===== config.mk =====
export PLATFORM = sky130hd
export DESIGN_NAME = csel_decoder
export DESIGN_NICKNAME = d
export VERILOG_FILES = /design/src/rtl/csel_pkg.sv /design/src/rtl/csel_cfg.sv /design/src/rtl/csel_match.sv /design/src/rtl/csel_prio.sv /design/src/rtl/csel_decoder.sv
export SDC_FILE = /design/constraint.sdc
export NUM_CORES = 1
export LEC_CHECK = 0
export ABC_CLOCK_PERIOD_IN_PS = 5700
export CAP_MARGIN = 25
export CORE_UTILIZATION = 40
export DETAILED_ROUTE_END_ITERATION = 10
export GPL_ROUTABILITY_DRIVEN = 0
export REMOVE_ABC_BUFFERS = 1
export SYNTH_ARGS = -nofsm -noshare
export SYNTH_HDL_FRONTEND = slang
export SYNTH_SLANG_ARGS = --single-unit

===== constraint.sdc =====
create_clock -name clk -period 5.7 [get_ports clk]
set_input_delay 0.855 -clock clk [delete_from_list [all_inputs] [get_ports clk]]
set_output_delay 0.855 -clock clk [all_outputs]
set_load 0.01 [all_outputs]

===== src/rtl/csel_pkg.sv =====
package csel_pkg;

    typedef struct packed {
        logic       en;
        logic       io;
        logic [7:0] lo;
        logic [7:0] hi;
    } chan_cfg_t;

    typedef enum logic [1:0] {
        FLD_CTRL = 2'd0,
        FLD_LO   = 2'd1,
        FLD_HI   = 2'd2,
        FLD_NONE = 2'd3
    } cfg_field_e;

    localparam logic [8:0] PERIPH_PAGE = 9'b0_0000_0001;

endpackage


===== src/rtl/csel_cfg.sv =====
module csel_cfg
    import csel_pkg::*;
#(
    parameter int N_CH = 4,
    parameter int CH_W = $clog2(N_CH)
) (
    input  logic                      clk,
    input  logic                      rst_n,
    input  logic                      we,
    input  logic [CH_W-1:0]           ch,
    input  logic [1:0]                field,
    input  logic [7:0]                wdata,
    output chan_cfg_t [N_CH-1:0]      cfg_o
);

    typedef struct packed {
        chan_cfg_t [N_CH-1:0] chan;
    } cfg_state_t;

    cfg_state_t st_d, st_q;
    logic       ch_ok;

    assign ch_ok = ({{(32-CH_W){1'b0}}, ch} < N_CH);

    always_comb begin
        st_d = st_q;
        if (we && ch_ok) begin
            case (cfg_field_e'(field))
                FLD_CTRL: begin
                    st_d.chan[ch].en = wdata[0];
                    st_d.chan[ch].io = wdata[1];
                end
                FLD_LO:   st_d.chan[ch].lo = wdata;
                FLD_HI:   st_d.chan[ch].hi = wdata;
                default:  ;
            endcase
        end
    end

    always_ff @(posedge clk or negedge rst_n) begin
        if (!rst_n) st_q <= '0;
        else        st_q <= st_d;
    end

    assign cfg_o = st_q.chan;

    AST_LO_WRITE: assert property (@(posedge clk) disable iff (!rst_n)
        (we && ch_ok && field == 2'd1) |=> (cfg_o[$past(ch)].lo == $past(wdata)));
    AST_HI_WRITE: assert property (@(posedge clk) disable iff (!rst_n)
        (we && ch_ok && field == 2'd2) |=> (cfg_o[$past(ch)].hi == $past(wdata)));
    AST_NOP_WRITE: assert property (@(posedge clk) disable iff (!rst_n)
        (!we || field == 2'd3) |=> $stable(cfg_o));

endmodule


===== src/rtl/csel_match.sv =====
module csel_match
    import csel_pkg::*;
#(
    parameter int N_CH   = 4,
    parameter int ADDR_W = 24
) (
    input  logic                  clk,
    input  logic                  rst_n,
    input  chan_cfg_t [N_CH-1:0]  cfg,
    input  logic [ADDR_W-1:0]     addr,
    input  logic                  mem_cyc,
    input  logic                  io_cyc,
    output logic [N_CH-1:0]       hit,
    output logic                  periph
);

    localparam int TOP_LSB  = ADDR_W - 8;
    localparam int PAGE_LSB = 8;

    logic [7:0] top_byte;
    logic [7:0] io_page;

    assign top_byte = addr[ADDR_W-1:TOP_LSB];
    assign io_page  = addr[PAGE_LSB+7:PAGE_LSB];
    assign periph   = io_cyc && (addr[15:7] == PERIPH_PAGE);

    for (genvar i = 0; i < N_CH; i++) begin : g_ch
        logic mem_in, io_in;
        always_comb begin
            mem_in = mem_cyc && !cfg[i].io
                   && (top_byte >= cfg[i].lo) && (top_byte <= cfg[i].hi);
            io_in  = io_cyc && cfg[i].io && !periph
                   && (io_page == cfg[i].lo);
            hit[i] = cfg[i].en && (mem_in || io_in);
        end

        AST_IO_NEEDS_IO: assert property (@(posedge clk) disable iff (!rst_n)
            (hit[i] && cfg[i].io) |-> io_cyc);
        AST_MEM_NEEDS_MEM: assert property (@(posedge clk) disable iff (!rst_n)
            (hit[i] && !cfg[i].io) |-> mem_cyc);
        AST_EN_GATES: assert property (@(posedge clk) disable iff (!rst_n)
            !cfg[i].en |-> !hit[i]);
    end

endmodule


===== src/rtl/csel_prio.sv =====
module csel_prio #(
    parameter int N_CH = 4
) (
    input  logic            clk,
    input  logic            rst_n,
    input  logic [N_CH-1:0] req,
    output logic [N_CH-1:0] grant
);

    logic taken;

    always_comb begin
        taken = 1'b0;
        grant = '0;
        for (int i = 0; i < N_CH; i++) begin
            grant[i] = req[i] && !taken;
            taken    = taken || req[i];
        end
    end

    AST_GRANT_ONEHOT: assert property (@(posedge clk) disable iff (!rst_n)
        $onehot0(grant));
    AST_GRANT_IFF_REQ: assert property (@(posedge clk) disable iff (!rst_n)
        (|req) == (|grant));

endmodule


===== src/rtl/csel_decoder.sv =====
module csel_decoder
    import csel_pkg::*;
#(
    parameter int N_CH   = 4,
    parameter int ADDR_W = 24,
    parameter int CH_W   = $clog2(N_CH)
) (
    input  logic              clk,
    input  logic              rst_n,
    input  logic              cfg_we,
    input  logic [CH_W-1:0]   cfg_ch,
    input  logic [1:0]        cfg_field,
    input  logic [7:0]        cfg_wdata,
    input  logic [ADDR_W-1:0] bus_addr,
    input  logic              mem_cyc,
    input  logic              io_cyc,
    output logic [N_CH-1:0]   cs_n,
    output logic              periph_hit
);

    chan_cfg_t [N_CH-1:0] cfg;
    logic [N_CH-1:0]      hit;
    logic [N_CH-1:0]      grant;

    csel_cfg #(.N_CH(N_CH), .CH_W(CH_W)) u_cfg (
        .clk   (clk),
        .rst_n (rst_n),
        .we    (cfg_we),
        .ch    (cfg_ch),
        .field (cfg_field),
        .wdata (cfg_wdata),
        .cfg_o (cfg)
    );

    csel_match #(.N_CH(N_CH), .ADDR_W(ADDR_W)) u_match (
        .clk     (clk),
        .rst_n   (rst_n),
        .cfg     (cfg),
        .addr    (bus_addr),
        .mem_cyc (mem_cyc),
        .io_cyc  (io_cyc),
        .hit     (hit),
        .periph  (periph_hit)
    );

    csel_prio #(.N_CH(N_CH)) u_prio (
        .clk   (clk),
        .rst_n (rst_n),
        .req   (hit),
        .grant (grant)
    );

    assign cs_n = ~grant;

    AST_PERIPH_EXCLUSIVE: assert property (@(posedge clk) disable iff (!rst_n)
        periph_hit |-> (&cs_n));
    AST_IDLE_QUIET: assert property (@(posedge clk) disable iff (!rst_n)
        (!mem_cyc && !io_cyc) |-> ((&cs_n) && !periph_hit));
    AST_PERIPH_IO_ONLY: assert property (@(posedge clk) disable iff (!rst_n)
        periph_hit |-> io_cyc);

endmodule


==> metrics.cfg <==
[clocking]
insertion_delay_ns=0.34
h-tree-depth=3
postCtsResizedCells=0
cts_setup_buffers=0
cts_hold_buf=0
root_buffer=clkbuf_16
tritoncts=yes
clock-sinks=72
cts_made_buffers=9
clk_pin_slew_worst_paths_ns=0.06
clockBufferDepth=2

[layout]
area_delta_synth_final_pct=16.3
fillCellCount=1130
final_cells=703
nets=659
drive_gt1_share_pct=5.58
diodes=0

[synthesis]
synth_cell_types=48
synthCells=521
synth-edff-count=0
synth-main-ff-cell=dfrtp_1
async_reset_ff_share_pct=100
yosysWarnings=0
synth_area_um2=4940
syn_area_per_cell_um2=9.49
yosysSeqAreaShare_pct=36.5
synth_seq_cells=72

[placement]
dp_hpwl_mm=10.4
dp_cells=686
io_buffer_count=38

[sta]
hold_viol_final=0
setup_tns_ns=0
setup_violations=0
finalCritPeriodShare_pct=83.1
worst_pin_slew_ns=0.769
slew_headroom_pct=48.6
timing.fmax_mhz=211
slew_viol_final=0
period_needed_ns=4.74
rsz0062_at_grt=false
fin_worst_skew_ns=0

[power_and_ir_drop]
seqPwrFrac_pct=39.2
power.net_switching_uw=481
p_clk_share_pct=38.1
power.density_nw_per_um2=281
vdd_drop_max_mv=0.117
p_int_uw=1130
p_sw_share_pct=29.8
p_total_uw=1620
combPwrFrac_pct=22.7
p_leak_uw=0.00256

[detailed_routing]
routed_via_density=5.88
drc=0
first_iter_violations=346
post_drt_wl_per_cell_um=21.1
ant_nets=0
first_pass_iters=5
via_count=4133
wirelength_mm=14.9

[grt]
antenna_found_initial=0
grt_max_degree=73
gr-total-overflow=0
grt_usage_pct=24.5
grt_pass1_vias=3978
grt_pass1_wl_mm=22.9

[floorplanning]
initial_core_util_pct=41.1
chipHeight_um=113
ioPinCount=46
rows=40
core_area_um2=12000
die_w_um=113
fp.dieArea_um2=12800

[critical_path]
crit_arrival_ns=3.88
start_kind=primary input
crit_type=in2out
cp-end-kind=output port
cp_max_fo=8
crit_required_ns=4.85

[status]
status=finished, final reports clean

[flow_run]
maxCapViolCount=0

[min_path]
min_path_type=in2async

cells in the final DEF, fill, tap and decap left out, drive strengths merged, types with 2 or more instances in the layout:
cell type	synthesis	routed
dfrtp	72	72
ha	67	67
inv	65	65
a22o	58	58
clkdlybuf4s50	0	37
nand2	36	36
o21ai	31	31
a21oi	24	24
nor2	23	23
xor2	21	21
nand4	16	16
a21o	14	14
xnor2	11	11
clkbuf	4	10
nand3	8	8
nand2b	7	7
nor3	5	5
nor4	5	5
nor3b	4	4
o22ai	4	4
nor2b	4	4
o211ai	3	3
o21a	3	3
a211oi	3	3
clkinv	0	3
and2	3	3
o31ai	2	2
nand3b	2	2
bufinv	0	2
buf	16	2
synthesized netlist by cell type, types with 3 or more instances:
library cell  count  share of area, %
a211oi_1          3              0.46
a21o_1           14               2.1
a21oi_1          24               2.4
a22o_1           58                10
buf_1             6              0.46
buf_2             6              0.61
clkbuf_1          4              0.30
dfrtp_1          72                36
ha_1             67                17
inv_1            65               4.9
nand2_1          35               2.7
nand2b_1          7              0.89
nand3_1           8              0.81
nand4_1          16               2.0
nor2_1           21               1.6
nor2b_1           3              0.38
nor3_1            4              0.41
nor3b_1           4              0.61
nor4_1            3              0.38
o211ai_1          3              0.46
o21a_1            3              0.46
o21ai_0          26               2.6
o21ai_1           4              0.41
o22ai_1           4              0.51
xnor2_1          11               1.9
xor2_1           21               3.7
path summary, 6_finish.rpt:
path / start / end / slack, ns / cells after the start
worst min-delay path: rst_n / asynchronous set/reset pin / 0.30 / 1
worst max-delay path: bus_addr[21] / cs_n[3] / 0.96 / 10
worst max register to register: register / register / 4.80 / 2
min in group clk: register / register / 0.50 / 1
worst min register to register: register / register / 0.50 / 1
max in group asynchronous: rst_n / asynchronous set/reset pin / 4.84 / 2
stage by stage:
stage | util (%) | hold WS [ns] | setup slack, ns | cell area, um2
floorplan | - | 0.449 | 2.55 | 4840
global placement | 44.9 | 0.486 | 0.947 | 5400
detailed placement | 44.9 | 0.481 | 0.999 | 5400
CTS | 47.6 | 0.502 | 0.984 | 5720
global route | 47.9 | 0.296 | 0.867 | 5750
finish | 47.9 | 0.304 | 0.963 | 5750
metal layers:
layer  wire (um)  GRT usage, %  up-vias
met2        6520          36.5      143
met4         408          11.0        0
li1            -             -     1922
met5           0             0        -
met3        1080          4.71       31
met1        6850          34.3     2037
kinds of logic (layout without fill, tap and decap cells):
kind of cell               count (synthesis)  in the layout  share of synthesized area (%)
xor gates and xnor gates                  32             32                           5.67
adders and majority gates                 67             67                           17.0
and+or+nand+nor                          117            117                           12.4
muxes                                      1              1                          0.203
AOI/OAI and AO/OA                        147            147                           21.3
DFF                                       72             72                           36.5
buffers and inverters                     85            120                           7.06
power by group through the flow:
stage / registers, uW / logic, uW / clock network (uW)
2_1_floorplan: 618 / 238 / 0
3_3_place_gp: 638 / 346 / 0
3_5_place_dp: 640 / 361 / 0
4_1_cts: 631 / 364 / 622
5_1_grt: 640 / 417 / 642
6_report: 633 / 367 / 615
critical path: stages:
cell and delay [ns]:
clkdlybuf4s50_1 0.76, ha_1 0.50, nand4_1 0.12, nor3_1 0.25, nor2_1 0.09, a221oi_2 0.29
o21ai_2 0.11, o211a_1 0.19, nand4b_1 0.17, clkdlybuf4s50_1 0.56
layout make-up:
type / count / area [um2] / share of cell area (%)
repair buffers: 39 / 405 / 7.05
clock buffers: 10 / 239 / 4.16
clock inverters: 6 / 82.6 / 1.44
flip-flops and latches: 72 / 1800 / 31.3
multi-input cells: 364 / 2790 / 48.6
inverters: 65 / 244 / 4.24
well taps: 147 / 184 / 3.20
No activity file was read; power rests on OpenSTA's default activity.
